## config.mk

```make
export PLATFORM = sky130hd
export DESIGN_NAME = dual_dac_loader
export DESIGN_NICKNAME = d
export VERILOG_FILES = /design/src/rtl/dac_ld_pkg.sv /design/src/rtl/dac_ld_sync.sv /design/src/rtl/dac_ld_strobe.sv /design/src/rtl/dac_ld_channel.sv /design/src/rtl/dual_dac_loader.sv
export SDC_FILE = /design/constraint.sdc
export NUM_CORES = 1
export LEC_CHECK = 0
export ABC_CLOCK_PERIOD_IN_PS = 1650
export BUFFER_PORTS_ARGS = -buffer_cell sky130_fd_sc_hd__buf_2
export CAP_MARGIN = 15
export CORE_MARGIN = 1
export CORE_UTILIZATION = 30
export CTS_CLUSTER_DIAMETER = 150
export DETAILED_ROUTE_END_ITERATION = 10
export PLACE_DENSITY = 0.43
export SLEW_MARGIN = 20
export SYNTH_ARGS = -nofsm -noshare
export SYNTH_HDL_FRONTEND = slang
export SYNTH_SLANG_ARGS = --single-unit
```

## constraint.sdc

```tcl
create_clock -name clk -period 1.65 [get_ports clk]
set_input_delay 0.2475 -clock clk [delete_from_list [all_inputs] [get_ports clk]]
set_output_delay 0.2475 -clock clk [all_outputs]
set_load 0.02 [all_outputs]
```

## src/rtl/dac_ld_pkg.sv

```systemverilog
package dac_ld_pkg;

    localparam int DL_CODE_W = 12;
    localparam int DL_LO_W   = 8;
    localparam int DL_SYNC   = 2;
    localparam int DL_NCH    = 2;

    typedef enum logic {
        PART_LO = 1'b0,
        PART_HI = 1'b1
    } part_e;

    typedef struct packed {
        logic fire;     // write strobe was released this cycle
        logic cs_act;   // select was low while strobe was low
        logic upd_act;  // update was low while strobe was low
    } strobe_evt_t;

    // Register select code: channel index above, part below.
    function automatic logic [1:0] reg_sel(input int ch, input part_e part);
        logic [1:0] sel;
        sel[1] = ch[0];
        sel[0] = part;
        return sel;
    endfunction

endpackage

```

## src/rtl/dac_ld_sync.sv

```systemverilog
module dac_ld_sync #(
    parameter int             W      = 1,
    parameter int             STAGES = 2,
    parameter logic [W-1:0]   IDLE   = '0
) (
    input  logic         clk,
    input  logic         rst,
    input  logic [W-1:0] din,
    output logic [W-1:0] dout
);
    logic [W-1:0] chain [STAGES];

    for (genvar i = 0; i < STAGES; i++) begin : g_stage
        if (i == 0) begin : g_first
            always_ff @(posedge clk) begin
                if (rst) chain[i] <= IDLE;
                else     chain[i] <= din;
            end
        end else begin : g_next
            always_ff @(posedge clk) begin
                if (rst) chain[i] <= IDLE;
                else     chain[i] <= chain[i-1];
            end
        end
    end

    assign dout = chain[STAGES-1];
endmodule

```

## src/rtl/dac_ld_strobe.sv

```systemverilog
module dac_ld_strobe
    import dac_ld_pkg::*;
#(
    parameter int AW = 2,
    parameter int DW = 8
) (
    input  logic          clk,
    input  logic          rst,
    input  logic          wr_s,
    input  logic          cs_s,
    input  logic          upd_s,
    input  logic [AW-1:0] addr_s,
    input  logic [DW-1:0] data_s,
    output strobe_evt_t   evt,
    output logic [AW-1:0] addr_q,
    output logic [DW-1:0] data_q
);
    logic wr_d, cs_d, upd_d;

    // Hold the previous synchronized sample: its fields are the ones
    // seen while the strobe was still low when the strobe rises.
    always_ff @(posedge clk) begin
        if (rst) begin
            wr_d   <= 1'b1;
            cs_d   <= 1'b1;
            upd_d  <= 1'b1;
            addr_q <= '0;
            data_q <= '0;
        end else begin
            wr_d   <= wr_s;
            cs_d   <= cs_s;
            upd_d  <= upd_s;
            addr_q <= addr_s;
            data_q <= data_s;
        end
    end

    always_comb begin
        evt.fire    = wr_s & ~wr_d;
        evt.cs_act  = ~cs_d;
        evt.upd_act = ~upd_d;
    end
endmodule

```

## src/rtl/dac_ld_channel.sv

```systemverilog
module dac_ld_channel #(
    parameter int CODE_W = 12,
    parameter int LO_W   = 8
) (
    input  logic              clk,
    input  logic              rst,
    input  logic              clr_n,
    input  logic              wr_lo,
    input  logic              wr_hi,
    input  logic              xfer,
    input  logic [LO_W-1:0]   din,
    output logic [CODE_W-1:0] staged,
    output logic [CODE_W-1:0] dac
);
    localparam int HI_W = CODE_W - LO_W;

    logic [LO_W-1:0] lo_q, lo_n;
    logic [HI_W-1:0] hi_q, hi_n;

    always_comb begin
        lo_n   = wr_lo ? din : lo_q;
        hi_n   = wr_hi ? din[HI_W-1:0] : hi_q;
        staged = {hi_n, lo_n};
    end

    always_ff @(posedge clk or negedge clr_n) begin
        if (!clr_n) begin
            lo_q <= '0;
            hi_q <= '0;
            dac  <= '0;
        end else if (rst) begin
            lo_q <= '0;
            hi_q <= '0;
            dac  <= '0;
        end else begin
            lo_q <= lo_n;
            hi_q <= hi_n;
            if (xfer) dac <= staged;
        end
    end
endmodule

```

## src/rtl/dual_dac_loader.sv

```systemverilog
module dual_dac_loader
    import dac_ld_pkg::*;
#(
    parameter int CODE_W      = DL_CODE_W,
    parameter int LO_W        = DL_LO_W,
    parameter int SYNC_STAGES = DL_SYNC
) (
    input  logic              clk,
    input  logic              rst,
    input  logic              clr_n,
    input  logic              cs_n,
    input  logic              wr_n,
    input  logic              upd_n,
    input  logic [1:0]        addr,
    input  logic [LO_W-1:0]   data,
    output logic [CODE_W-1:0] code_a,
    output logic [CODE_W-1:0] code_b
);
    localparam int NCH   = DL_NCH;
    localparam int AW    = 2;
    localparam int SYN_W = 3 + AW + LO_W;
    localparam logic [SYN_W-1:0] SYN_IDLE = {3'b111, {(AW + LO_W){1'b0}}};

    logic [SYN_W-1:0] raw_bus, syn_bus;
    strobe_evt_t      evt;
    logic [AW-1:0]    addr_q;
    logic [LO_W-1:0]  data_q;

    logic                       load_fire;
    logic                       xfer_fire;
    logic [NCH-1:0]             wr_lo, wr_hi;
    logic [NCH-1:0][CODE_W-1:0] staged_code;
    logic [NCH-1:0][CODE_W-1:0] dac_code;

    assign raw_bus = {wr_n, cs_n, upd_n, addr, data};

    dac_ld_sync #(
        .W      (SYN_W),
        .STAGES (SYNC_STAGES),
        .IDLE   (SYN_IDLE)
    ) u_sync (
        .clk  (clk),
        .rst  (rst),
        .din  (raw_bus),
        .dout (syn_bus)
    );

    dac_ld_strobe #(
        .AW (AW),
        .DW (LO_W)
    ) u_strobe (
        .clk    (clk),
        .rst    (rst),
        .wr_s   (syn_bus[SYN_W-1]),
        .cs_s   (syn_bus[SYN_W-2]),
        .upd_s  (syn_bus[SYN_W-3]),
        .addr_s (syn_bus[LO_W +: AW]),
        .data_s (syn_bus[LO_W-1:0]),
        .evt    (evt),
        .addr_q (addr_q),
        .data_q (data_q)
    );

    assign load_fire = evt.fire & evt.cs_act;
    assign xfer_fire = evt.fire & evt.upd_act;

    for (genvar ch = 0; ch < NCH; ch++) begin : g_ch
        assign wr_lo[ch] = load_fire & (addr_q == reg_sel(ch, PART_LO));
        assign wr_hi[ch] = load_fire & (addr_q == reg_sel(ch, PART_HI));

        dac_ld_channel #(
            .CODE_W (CODE_W),
            .LO_W   (LO_W)
        ) u_chan (
            .clk    (clk),
            .rst    (rst),
            .clr_n  (clr_n),
            .wr_lo  (wr_lo[ch]),
            .wr_hi  (wr_hi[ch]),
            .xfer   (xfer_fire),
            .din    (data_q),
            .staged (staged_code[ch]),
            .dac    (dac_code[ch])
        );
    end

    assign code_a = dac_code[0];
    assign code_b = dac_code[1];
endmodule

```

==> run summary <==
Hold WS -> 63.96 ps
Crit. End Element -> register
Die Ht -> 103.9 um
Synth top area cells -> dfrtp_1 39%, dfxtp_1 25%, nor2b_1 6.8%, a311oi_1 6.7%, a21oi_1 3.9%
Peak VDD IR -> 537.7 uV
Power, Total -> 3.707 mW
RSZ-0062 raised after global routing -> false
Aggregate global-route resource usage -> 12.62%
DR pass1 iterations -> 4
Final setup vio count -> 0
Most common cell after layout, fill and taps aside -> dfrtp_1
Mapped Nets -> 294
Dominant cell type by area after synthesis -> dfrtp_1
CTS tree -> done
Minimum clock period -> 1564 ps
Worst setup SP type -> register
Mapped Area -> 3117 um^2
Lkg Pwr -> 1.576 nW
Seq cells post-synth -> 87
Placer's final routability congestion estimate -> 0.6789
Outcome -> complete, no violations
Num CTS Buffers -> 9
Final WL -> 6.369 mm
Share of layout cells above drive strength 1 -> 28.88%
Wire length per cell -> 13.79 um
Clock Tree Buf Depth -> 2
Distinct cell type count after synthesis -> 21
GRT Residual Overflow -> 0
Core Footprint -> 9910 um^2
Final Skew -> 13.76 ps
CTS sink cnt -> 87
Core Rows -> 36
IO Count -> 40
Seq pwr share -> 58.5%
Antenna violations before repair -> 0
Mean Syn Cell Area -> 11.21 um^2
Rel. slew slack -> 68.18%
Die W -> 103.9 um
Final #Nets -> 340
Int Power -> 2.825 mW
Layout filler cell count -> 1013
Crit Path Class -> reg -> reg
Dpl hpwl -> 3.968 mm
IO Port Bufs -> 39
Worst-Skew Late Latency -> 360 ps
Worst-margin pin slew -> 477.3 ps
Sum Neg Setup Slack -> 0 ps
Synthesis Warnings -> 0
Critical path arrival -> 1790 ps
DR vias -> 2123
Clock power share -> 37.5%
Vias per inst -> 4.595
Die ar. -> 10800 um^2
Seq/Total Area, Yosys -> 63.59%
Max Cap Viol -> 0
Worst Hold Class -> in -> reg
Yosys top cell area share -> 38.54%
CP max FO -> 15
Sw Ratio -> 23.78%
Net Sw Power -> 0.8814 mW
Critical Path RT -> 1880 ps
Hold Violations, Final -> 0
Layout overhead on the synthesized area -> 20.88%
First-pass GRT wire length -> 10.62 mm
Largest net degree at the start of global routing -> 49
Reg area -> 1982 um^2
H-tree depth -> 3
Initial Util -> 31.45%
Final Max Slew Viols -> 0
Root Buffer -> clkbuf_8
Routed Antenna Nets -> 0
Commonest cells after routing, fill and taps aside -> 48 x dfrtp_1, 39 x buf_2, 39 x dfxtp_1
Multi-input combinational cell area -> 1035 um^2
Comb power frac -> 4.0%
Pwr Density -> 983.9 nW/um^2
Vias in the first global route -> 2022
Period utilization -> 94.77%
Util after Layout -> 38.02%
Cells after synthesis -> 278
DRC violations left -> 0
DRT iter0 DRCs -> 71
Fmax -> 0.6395 GHz
Clock transition at path regs -> 90 ps
Number of diodes -> 0
[kinds of logic after synthesis]
group                  after synthesis  share of synthesized area, %
AO/OA/AOI/OAI                       72                         15.66
flip-flops                          87                         63.59
AND/OR/NAND/NOR                     96                         17.18
buffers and inverters               23                         3.573
[final timing paths]
| kind | start | to | slack, ps | depth (start not counted) |
|---|---|---|---|---|
| max reg2reg | u_sync.chain[1][12] | g_ch[0].u_chan.dac[6] | 90 | 4 |
| max | u_sync.chain[1][12] | g_ch[0].u_chan.dac[6] | 90 | 4 |
| max in group asynchronous | clr_n | g_ch[1].u_chan.hi_q[1] | 750 | 3 |
| min in group asynchronous | clr_n | g_ch[0].u_chan.dac[4] | 370 | 2 |
| min | upd_n | u_sync.chain[0][10] | 60 | 2 |
| min reg2reg | u_sync.chain[1][11] | u_strobe.cs_d | 410 | 1 |
[metal layers]
| layer | track usage, % | vias up | wire length, um |
|---|---|---|---|
| li1 | - | 1061 | - |
| met1 | 17.27 | 996 | 3083 |
| met2 | 18.52 | 56 | 2909 |
| met3 | 3.759 | 10 | 279 |
| met4 | 5.204 | 0 | 96 |
| met5 | 0 | - | 0 |
[metrics by stage]
stage | instances | instance area, um^2 | setup slack (ps)
floorplan | 278 | 3117 | 243.0
global placement | 440 | 3528 | 136.3
detailed placement | 440 | 3528 | 105.5
CTS | 457 | 3724 | 74.58
global route | 462 | 3767 | 15.55
finish | 462 | 3767 | 86.30
[power groups by stage]
stage                     sequential, mW  clock, mW  combinational [mW]
after floorplan                     2.21          0              0.0706
after global placement              2.22          0               0.149
after detailed placement            2.22          0               0.149
after CTS                           2.17       1.45               0.151
after global routing                2.17       1.54               0.166
final                               2.17       1.39               0.147
[sequential cells by signal (all words and copies together) (netlist names)]
name and count:
u_sync.chain 26, g_ch.u_chan.dac 24, g_ch.u_chan.lo_q 16, g_ch.u_chan.hi_q 8, u_strobe.data_q 8, u_strobe.addr_q 2
u_strobe.cs_d 1, u_strobe.upd_d 1, u_strobe.wr_d 1
[layout make-up]
class / instances / area share, %
Clock buffer: 10 / 3.653
Sequential cell: 87 / 52.61
Inverter: 1 / 0.09963
Clock inverter: 6 / 1.262
Tap cell: 133 / 4.417
Multi-Input combinational cell: 168 / 27.47
Timing Repair Buffer: 57 / 10.49
[synthesized netlist by cell type, drive strengths merged]
master / count
or2: 9
a21oi: 24
nand4bb: 1
clkbuf: 11
nor3b: 1
or4b: 1
nor2: 24
nor4b: 1
nand3: 16
o21ai: 24
a311oi: 24
dfxtp: 39
nor2b: 34
inv: 1
dfrtp: 48
nor4bb: 1
nand2: 8
buf: 11
[timing repair]
action | in CTS | in global routing
resized for setup | 0 | 3
endpoints found under the hold margin | 18 | 0
setup endpoints to repair | 0 | 8
hold buffers | 1 | 0
setup buffers | 0 | 5
[worst max-delay path: stages (launching register included)]
cell and delay, ps:
dfxtp_1 400, or4b_4 620, buf_4 200, o21ai_2 120
a311oi_1 100
No activity file was read; power rests on OpenSTA's default activity.
